<file path="config.mk">
export PLATFORM = sky130hd
export DESIGN_NAME = port_debounce
export DESIGN_NICKNAME = d
export VERILOG_FILES = /design/src/rtl/dbc_pkg.sv /design/src/rtl/dbc_tick_gen.sv /design/src/rtl/dbc_sync.sv /design/src/rtl/dbc_cfg_regs.sv /design/src/rtl/dbc_pin_filter.sv /design/src/rtl/port_debounce.sv
export SDC_FILE = /design/constraint.sdc
export NUM_CORES = 1
export LEC_CHECK = 0
export BUFFER_PORTS_ARGS = -buffer_cell sky130_fd_sc_hd__buf_4
export CAP_MARGIN = 20
export CORE_UTILIZATION = 35
export CTS_BUF_LIST = sky130_fd_sc_hd__clkbuf_16
export DETAILED_ROUTE_END_ITERATION = 7
export SLEW_MARGIN = 20
export SYNTH_ARGS = -nofsm -noshare
export SYNTH_HDL_FRONTEND = slang
export SYNTH_SLANG_ARGS = --single-unit
</file>
<file path="constraint.sdc">
create_clock -name clk -period 2.7 [get_ports clk]
set_clock_uncertainty 0.15 [all_clocks]
set_input_delay 0.405 -clock clk [delete_from_list [all_inputs] [get_ports clk]]
set_output_delay 0.405 -clock clk [all_outputs]
set_load 0.1 [all_outputs]
</file>
<file path="src/rtl/dbc_pkg.sv">
package dbc_pkg;

   // Per-pin decision taken each cycle by a filter lane
   typedef enum logic [1:0] {
      LANE_BYPASS = 2'd0,   // filtering off: follow the synchronized input
      LANE_HOLD   = 2'd1,   // input agrees with output: nothing pending
      LANE_COUNT  = 2'd2    // input disagrees: accumulate ticks
   } lane_mode_t;

   localparam int unsigned DEFAULT_TICK_HZ = 1000;

   function automatic int unsigned tick_divider(input int unsigned clk_hz,
                                                input int unsigned tick_hz);
      return clk_hz / tick_hz;
   endfunction

endpackage

</file>
<file path="src/rtl/dbc_tick_gen.sv">
module dbc_tick_gen #(
   parameter int unsigned CLK_HZ  = 125_000_000,
   parameter int unsigned TICK_HZ = dbc_pkg::DEFAULT_TICK_HZ
) (
   input  logic clk,
   input  logic rst_n,
   output logic tick
);
   localparam int unsigned DIV   = dbc_pkg::tick_divider(CLK_HZ, TICK_HZ);
   localparam int unsigned DIV_W = (DIV > 1) ? $clog2(DIV) : 1;

   initial begin
      if (DIV < 2) $fatal(1, "dbc_tick_gen: CLK_HZ must be at least twice TICK_HZ");
   end

   logic [DIV_W-1:0] div_q;
   logic             wrap;

   assign wrap = (div_q == DIV_W'(DIV - 1));

   always_ff @(posedge clk or negedge rst_n) begin
      if (!rst_n) begin
         div_q <= '0;
         tick  <= 1'b0;
      end else begin
         div_q <= wrap ? '0 : div_q + 1'b1;
         tick  <= wrap;
      end
   end

   // tick is a single-cycle pulse
   p_tick_single_r10: assert property (@(posedge clk) disable iff (!rst_n)
      tick |=> !tick);
   // prescaler never leaves its range
   p_presc_range_r10: assert property (@(posedge clk) disable iff (!rst_n)
      div_q <= DIV_W'(DIV - 1));

endmodule

</file>
<file path="src/rtl/dbc_sync.sv">
module dbc_sync #(
   parameter int unsigned PINS   = 8,
   parameter int unsigned STAGES = 2
) (
   input  logic            clk,
   input  logic            rst_n,
   input  logic [PINS-1:0] async_in,
   output logic [PINS-1:0] sync_out
);
   initial begin
      if (STAGES < 2) $fatal(1, "dbc_sync: at least two stages are required");
   end

   logic [PINS-1:0] stg_q [STAGES];

   genvar s;
   generate
      for (s = 0; s < STAGES; s++) begin : g_stage
         if (s == 0) begin : g_first
            always_ff @(posedge clk or negedge rst_n) begin
               if (!rst_n) stg_q[0] <= '0;
               else        stg_q[0] <= async_in;
            end
         end else begin : g_next
            always_ff @(posedge clk or negedge rst_n) begin
               if (!rst_n) stg_q[s] <= '0;
               else        stg_q[s] <= stg_q[s-1];
            end
         end
      end
   endgenerate

   assign sync_out = stg_q[STAGES-1];

endmodule

</file>
<file path="src/rtl/dbc_cfg_regs.sv">
module dbc_cfg_regs #(
   parameter int unsigned PINS  = 8,
   parameter int unsigned CNT_W = 8
) (
   input  logic              clk,
   input  logic              rst_n,
   input  logic              cnt_wr,
   input  logic [CNT_W-1:0]  cnt_wdata,
   input  logic              en_wr,
   input  logic [2*PINS-1:0] en_wdata,
   output logic [CNT_W-1:0]  cnt_q,
   output logic [PINS-1:0]   en_q
);
   logic [PINS-1:0] sel_mask;
   logic [PINS-1:0] sel_vals;

   assign sel_mask = en_wdata[2*PINS-1:PINS];
   assign sel_vals = en_wdata[PINS-1:0];

   always_ff @(posedge clk or negedge rst_n) begin
      if (!rst_n) begin
         cnt_q <= '0;
         en_q  <= '0;
      end else begin
         if (cnt_wr) cnt_q <= cnt_wdata;
         if (en_wr)  en_q  <= (en_q & ~sel_mask) | (sel_vals & sel_mask);
      end
   end

   // count holds when not written
   p_cnt_hold_r2: assert property (@(posedge clk) disable iff (!rst_n)
      !cnt_wr |=> $stable(cnt_q));
   // unselected enables keep their value across a masked write
   p_mask_keep_r3: assert property (@(posedge clk) disable iff (!rst_n)
      en_wr |=> (((en_q ^ $past(en_q)) & ~$past(sel_mask)) == '0));
   // enables hold when not written
   p_en_hold_r3: assert property (@(posedge clk) disable iff (!rst_n)
      !en_wr |=> $stable(en_q));

endmodule

</file>
<file path="src/rtl/dbc_pin_filter.sv">
module dbc_pin_filter #(
   parameter int unsigned CNT_W = 8
) (
   input  logic             clk,
   input  logic             rst_n,
   input  logic             tick,
   input  logic             bypass,
   input  logic             din,
   input  logic [CNT_W-1:0] limit,
   output logic             dout
);
   import dbc_pkg::*;

   lane_mode_t       mode;
   logic             filt_q;
   logic [CNT_W-1:0] prog_q;
   logic [CNT_W:0]   prog_next;
   logic             reached;

   always_comb begin
      if (bypass)             mode = LANE_BYPASS;
      else if (din == filt_q) mode = LANE_HOLD;
      else                    mode = LANE_COUNT;
   end

   assign prog_next = {1'b0, prog_q} + 1'b1;
   assign reached   = (prog_next >= {1'b0, limit});

   always_ff @(posedge clk or negedge rst_n) begin
      if (!rst_n) begin
         filt_q <= 1'b0;
         prog_q <= '0;
      end else begin
         unique case (mode)
            LANE_BYPASS: begin
               filt_q <= din;
               prog_q <= '0;
            end
            LANE_HOLD: begin
               prog_q <= '0;
            end
            LANE_COUNT: begin
               if (tick) begin
                  if (reached) begin
                     filt_q <= din;
                     prog_q <= '0;
                  end else begin
                     prog_q <= prog_next[CNT_W-1:0];
                  end
               end
            end
            default: begin
               prog_q <= '0;
            end
         endcase
      end
   end

   assign dout = bypass ? din : filt_q;

   // a filtering lane only changes its output on a tick
   p_flip_on_tick_r6: assert property (@(posedge clk) disable iff (!rst_n)
      (mode == LANE_COUNT && !tick) |=> $stable(filt_q));
   // an agreeing lane keeps its output
   p_hold_stable_r7: assert property (@(posedge clk) disable iff (!rst_n)
      (mode == LANE_HOLD) |=> $stable(filt_q));
   // a level that has reverted leaves no progress behind
   p_prog_clear_r7: assert property (@(posedge clk) disable iff (!rst_n)
      (mode == LANE_HOLD) |=> (prog_q == '0));

endmodule

</file>
<file path="src/rtl/port_debounce.sv">
module port_debounce #(
   parameter int unsigned PINS        = 8,
   parameter int unsigned CNT_W       = 8,
   parameter int unsigned SYNC_STAGES = 2,
   parameter int unsigned CLK_HZ      = 125_000_000,
   parameter int unsigned TICK_HZ     = 1000
) (
   input  logic              clk,
   input  logic              rst_n,
   input  logic [PINS-1:0]   raw_pins,
   input  logic              cnt_wr,
   input  logic [CNT_W-1:0]  cnt_wdata,
   input  logic              en_wr,
   input  logic [2*PINS-1:0] en_wdata,
   output logic [CNT_W-1:0]  cnt_rd,
   output logic [PINS-1:0]   en_rd,
   output logic [PINS-1:0]   pins_out
);
   localparam int unsigned WARM_W = $clog2(SYNC_STAGES + 1);

   initial begin
      if (PINS < 1)  $fatal(1, "port_debounce: PINS must be positive");
      if (CNT_W < 1) $fatal(1, "port_debounce: CNT_W must be positive");
   end

   logic              tick;
   logic [PINS-1:0]   sync_pins;
   logic [WARM_W-1:0] warm_q;
   logic              warm;
   logic              count_off;

   dbc_tick_gen #(.CLK_HZ(CLK_HZ), .TICK_HZ(TICK_HZ)) i_tick (
      .clk   (clk),
      .rst_n (rst_n),
      .tick  (tick)
   );

   dbc_sync #(.PINS(PINS), .STAGES(SYNC_STAGES)) i_sync (
      .clk      (clk),
      .rst_n    (rst_n),
      .async_in (raw_pins),
      .sync_out (sync_pins)
   );

   dbc_cfg_regs #(.PINS(PINS), .CNT_W(CNT_W)) i_regs (
      .clk       (clk),
      .rst_n     (rst_n),
      .cnt_wr    (cnt_wr),
      .cnt_wdata (cnt_wdata),
      .en_wr     (en_wr),
      .en_wdata  (en_wdata),
      .cnt_q     (cnt_rd),
      .en_q      (en_rd)
   );

   // Filters copy the input until the synchronizer holds real samples
   always_ff @(posedge clk or negedge rst_n) begin
      if (!rst_n)    warm_q <= '0;
      else if (!warm) warm_q <= warm_q + 1'b1;
   end
   assign warm      = (warm_q == WARM_W'(SYNC_STAGES));
   assign count_off = (cnt_rd == '0);

   genvar p;
   generate
      for (p = 0; p < PINS; p++) begin : g_lane
         dbc_pin_filter #(.CNT_W(CNT_W)) i_lane (
            .clk    (clk),
            .rst_n  (rst_n),
            .tick   (tick),
            .bypass (!en_rd[p] || count_off || !warm),
            .din    (sync_pins[p]),
            .limit  (cnt_rd),
            .dout   (pins_out[p])
         );
      end
   endgenerate

   // a disabled pin carries the raw level two stages later
   p_bypass_latency_r4: assert property (@(posedge clk) disable iff (!rst_n)
      (warm && $past(warm) && $past(warm, 2)) |->
         (((pins_out ^ $past(raw_pins, SYNC_STAGES)) & ~en_rd) == '0));
   // the warm-up window ends and stays ended
   p_warm_sticky_r1: assert property (@(posedge clk) disable iff (!rst_n)
      warm |=> warm);

endmodule

</file>
* Yosys cells after proc, flatten, opt, wreduce, memory -nomap -nowiden
Cells that the tools add are included.
** Storage, ports and cells
- Flip-flop bits (word level) :: 124
- Input port bits :: 36
- Word-level logic and storage cells :: 202
** Operators by class
- Add/subtract/negate cells :: 10
- $lt $le $gt $ge :: 8
- Eq/ne operators :: 34
- Multiplexer cells :: 73
- Bitwise logic cells :: 4
- Reduce and logical (&&, ||, !) cells :: 50
** Operators by type and width (count)
- 8-bit two-way mux :: 24
- 8-bit by 1-bit adder with 9-bit output (second input constant) :: 8
- 9-bit by 8-bit greater-or-equal comparator with 1-bit output :: 8
- 2-bit two-way mux :: 16
- 1-bit two-way mux :: 24
- 3-bit AND reduction :: 8
- 2-bit == test (second input constant) :: 9
- 17-bit by 1-bit adder with 17-bit output (second input constant) :: 1
- 17-bit == test (second input constant) :: 1
- 17-bit two-way mux :: 1
- 8-bit bitwise AND :: 2
- 2-bit logical NOT :: 8
- 1-bit logical OR :: 16
- 2-bit by 1-bit inequality test with 1-bit output (second input constant) :: 8
- 2-bit inequality test (second input constant) :: 8
- 1-bit case mux with 2 select lines :: 8
- 2-bit nonzero test :: 8
- 1-bit logical NOT :: 9
- 1-bit == test :: 8
- 8-bit logical NOT :: 1
- 8-bit inverter :: 1
- 8-bit bitwise OR :: 1
- 2-bit by 1-bit adder with 2-bit output (second input constant) :: 1

* Depth between registers and ports, before layout
- Depth in word-level cells :: 7
- Mapped depth :: 11
- Gate-level depth less buffers :: 10

* Cells and area by module
A second synthesis with hierarchy kept.
** Unflattened totals
- Cell total of the unflattened synthesis :: 763
- Area, all modules :: 8291.7 um^2
** By module, submodules not included
- dbc_pin_filter (g_lane[2].i_lane ...) :: times used 5, cells each 75, area each 760.7 um^2
- dbc_pin_filter (g_lane[0].i_lane ...) :: times used 3, cells each 75, area each 758.2 um^2
- dbc_tick_gen :: times used 1, cells each 77, area each 858.3 um^2
- dbc_cfg_regs :: times used 1, cells each 42, area each 663.1 um^2
- dbc_sync :: times used 1, cells each 24, area each 460.4 um^2
- port_debounce :: times used 1, cells each 20, area each 231.5 um^2

* Least setup slack after synthesis
No wires, ideal clock.
- Kind :: reg2reg
- Start :: register i_regs.cnt_q[6]
- End :: register g_lane[1].i_lane.prog_q[6]
- Library setup time :: 77 ps
- Arrival time :: 2779 ps
- Required time :: 2473 ps
- Path slack :: -306 ps
- Cell stages (with the launch flop) :: 9
- Buffers on the path :: 1
- Cells stage by stage :: dfrtp_1 -> inv_1 -> ha_1 -> a211oi_1 -> a211oi_1 -> a211oi_1 -> buf_2 -> a31oi_1 -> a21oi_1
** Between the ends
- Word-level cells in the longest chain between the ends :: 6
** RTL lines
- from (decl) :: RTL line dbc_cfg_regs.sv:11 : output logic [CNT_W-1:0] cnt_q,
- from (signal assigned) :: RTL line dbc_cfg_regs.sv:25 : if (cnt_wr) cnt_q <= cnt_wdata;
- branches (longest 6 deep; another with 9-bit by 8-bit greater-or-equal comparator with 1-bit output)
- to (signal assigned) :: RTL line dbc_pin_filter.sv:48 : prog_q <= prog_next[CNT_W-1:0];
- to (decl) :: RTL line dbc_pin_filter.sv:16 : logic [CNT_W-1:0] prog_q;
Several ways; the timed one is not identified. The select of a mux whose other input is x is not followed.
A chain may end at the register's enable or synchronous reset.

* Worst setup path after layout
- Start :: register i_regs.cnt_q[3]
- End :: output port pins_out[5]
** Between the ends
- Word-level cells in the longest chain between the ends :: 4
** RTL lines
- 8-bit logical NOT :: RTL line port_debounce.sv:62 : assign count_off = (cnt_rd == '0);
- 1-bit logical OR (2 in a row) :: RTL line port_debounce.sv:71 : .bypass (!en_rd[p] || count_off || !warm),
- 1-bit two-way mux :: RTL line dbc_pin_filter.sv:59 : assign dout = bypass ? din : filt_q;
- to (decl) :: RTL line port_debounce.sv:17 : output logic [PINS-1:0] pins_out
No other way between the ends.

==> impl_metrics.yaml <==
run_status:
  status: "complete, but fails checks"
  violations: "setup timing"
sta:
  tightest_slew_ns: 0.996
  timing.slew.headroom_pct: 33.1
  finalCritPeriodShare_pct: 108
  rsz0062_at_grt: "true"
  setup_tns_ns: -1.10
  setup_viol: 11
  maxSlewViolCount: 0
  max_freq_ghz: 0.341
  whs_ns: 0.0376
  hold_viol: 0
  final.min_clock_period_ns: 2.93
  layout_setup_ws_ns: -0.229
floorplan:
  die_h_microns: 150
  core-area_sq_um: 21200
  die_w_microns: 150
  design.die.area_sq_um: 22500
  num_io_pins: 60
  num_rows: 53
  start_util_pct: 36.1
min_path:
  min_path_type: "input port to flop"
routing:
  remaining_drc_errors: 0
  dr.pass1.iters: 5
  num_vias: 6472
  drt_iter0_drc: 362
  wl_per_cell_microns: 16.6
  routed_wl_mm: 20.2
  ant_nets: 0
  vias_per_cell: 5.30
global_route:
  grt_max_degree: 52
  globalRouteOverflowTotal: 0
  grt_util_all_layers_pct: 18.4
  grt_pass1_wl_mm: 32.0
  antenna_found_initial: 0
  grt_pass1_vias: 6261
placed_design:
  gp_congestion: 0.859
  place_area_sq_um: 8840
  pre_cts_slack_ns: -0.113
  portBuffers: 59
  post-dp-hpwl_mm: 14.3
  dp.cells: 1148
worst_setup_path:
  crit_path_max_fanout: 3
  arrival_ns: 2.37
  worstSetupStartpointType: "flop"
  cp_slowest_cell: "or4_4"
  crit_buf_inv: 2
  cp_top_family: "simple AND/OR/NAND/NOR gates"
  path_cells: "or4_4 > o211ai_1 > buf_4 > mux2_4 > buf_12"
  slowest_delay_ns: 0.57
  cp_data_required_time_ns: 2.14
  cp-end-kind: "primary output"
  regToRegSetupSlack_ns: -0.04
  worstSetupPathType: "flop to primary output"
synth:
  ys_ff_latch: 124
  ys_seq_area_share_pct: 40.5
  synth_nets: 880
  syn_inst: 770
  yosys.area.top_type: "dfrtp_1"
  async_flop_share_pct: 100
  synth_area_sq_um: 7650
  syn_area_per_cell_sq_um: 9.94
  synth_enable_flop_cells: 0
  synth_ff_type: "dfrtp_1"
  netlist.area_leader.share_pct: 40.5
  synthTopCellsByArea: "dfrtp_1, ha_1, xor2_1"
  synth.distinct_cells: 50
  ys_warn_count: 0
pwr:
  finalPower_mw: 5.47
  switching_share_pct: 33.6
  power_frac_seq_pct: 36.8
  intPower_mw: 3.63
  p_leak_nw: 4.76
  p_sw_mw: 1.84
  combinationalPowerShare_pct: 23.8
  ir_worst_vdd_v: 0.000341
  clock_power_share_pct: 39.4
  p_per_area_nw_per_um2: 539
clock_tree:
  cts.clk_slew.worst_paths_ns: 0.06
  cts_root_buf: "clkbuf_16"
  clk_latency_ns: 0.42
  clk_path_buf_depth: 2
  numCtsBuffers: 17
  cts_tree: "done"
  cts_sinks: 124
  htree_levels: 4
cells_and_area:
  final_util_pct: 47.8
  nets: 1042
  diodes: 0
  layout-drive-gt1-share_pct: 30.1
  syn_to_final_growth_pct: 32.6
  fin_cells: 1220
  final_area_sq_um: 10200
job:
  maxCapViolations: 0
## per-layer routing
layer,track usage (%),routed length (microns),vias to the layer above
met5,0,0,-
li1,-,-,3154
met3,3.54,854,31
met1,24.4,9280,3157
met4,6.52,389,0
met2,29.9,9670,130
## worst reg2reg max path, stage by stage (launching register included)
cell and delay, ns:
dfrtp_1 0.37, and3_4 0.18, and3_4 0.18, and3_4 0.18
xor2_2 0.15, ha_1 0.30, and3_4 0.16, a221o_1 0.35
a31oi_4 0.21, a31oi_1 0.12, mux2_2 0.28
## Yosys cell counts (3+ instances only)
library cell and number:
clkbuf_1 10, and4_1 4, mux2_2 24, a32o_1 30, inv_1 28, xor2_1 38, a21o_1 4, buf_6 4
o21ai_0 27, nand3_1 45, a31oi_1 43, mux2i_1 4, nand2b_1 3, nor3_1 20, nand3b_1 11, o2111ai_1 4
o211ai_1 8, buf_4 9, nand2_1 87, buf_2 4, dfrtp_1 124, xnor2_1 32, nor2b_1 10, nor2_1 37
o221ai_1 3, a211oi_1 8, and3_1 17, a21oi_1 24, or3_1 4, nand4_1 7, ha_1 74
## cells in the final DEF (no fill, tap or decap), types with 10 or more instances in the layout
| cell | n |
|---|---|
| a21oi_1 | 21 |
| a31oi_1 | 39 |
| a32o_1 | 30 |
| and3_4 | 11 |
| buf_4 | 136 |
| buf_6 | 17 |
| clkbuf_16 | 17 |
| dfrtp_1 | 114 |
| dfrtp_2 | 10 |
| ha_1 | 67 |
| inv_1 | 28 |
| mux2_2 | 20 |
| nand2_1 | 86 |
| nand3_1 | 42 |
| nand3b_1 | 11 |
| nor2_1 | 29 |
| nor2b_1 | 10 |
| nor3_1 | 19 |
| o21ai_0 | 24 |
| xnor2_1 | 28 |
| xor2_1 | 35 |
## area by class of cell
class | count | area (sq um)
Clock inverter | 15 | 126
Sequential cell | 124 | 3120
Clock buffer | 17 | 425
Fill cell | 2047 | 11100
Multi-Input combinational cell | 591 | 4620
Tap cell | 275 | 344
Inverter | 28 | 105
Timing Repair Buffer | 170 | 1420
## state kept, by name, indices dropped and copies added (netlist names), named ones only
name,count
i_sync.sync_out,8
i_sync.stg_q,8
i_tick.tick,1
g_lane.i_lane.prog_q,64
warm_q,2
g_lane.i_lane.filt_q,8
i_tick.div_q,17
i_regs.cnt_q,8
## cell families (layout without fill, tap and decap cells)
group,after synthesis,after routing,share of synthesized area [%]
AO/OA/AOI/OAI,165,165,15.3
XOR/XNOR,70,70,8.01
adder cells (fa/ha/maj),74,74,12.1
buffers and inverters,55,230,3.60
flip-flops,124,124,40.5
multiplexers,29,29,4.20
AND/OR/NAND/NOR,253,253,16.3
## worst paths after layout
| path | startpoint | end | cells after the start |
|---|---|---|---|
| min in group asynchronous | rst_n | g_lane[6].i_lane.prog_q[5] | 2 |
| worst min-delay path | cnt_wdata[1] | i_regs.cnt_q[1] | 3 |
| max in group asynchronous | rst_n | i_sync.stg_q[11] | 3 |
| worst min register to register | i_sync.stg_q[10] | i_sync.sync_out[2] | 0 |
| worst max-delay path | i_regs.cnt_q[3] | pins_out[5] | 5 |
| worst max register to register | g_lane[2].i_lane.prog_q[1] | g_lane[2].i_lane.filt_q | 10 |
## power by group through the flow
stage	combinational, mW	clock (mW)	sequential [mW]
final	1.30	2.15	2.01
after global routing	1.39	2.27	2.03
after CTS	1.31	2.21	2.02
after detailed placement	1.17	0	2.05
after global placement	1.16	0	2.05
after floorplan	0.647	0	2.24
## timing repair
item                       in CTS  in global routing
setup endpoints to repair      27                 71
buffers inserted               16                 15
cloned                          2                  3
gates resized for setup        51                 57
pin swaps                      20                 32
hold buffers                    9                  0
hold endpoints to repair       56                  0
No activity file was read; power rests on OpenSTA's default activity.
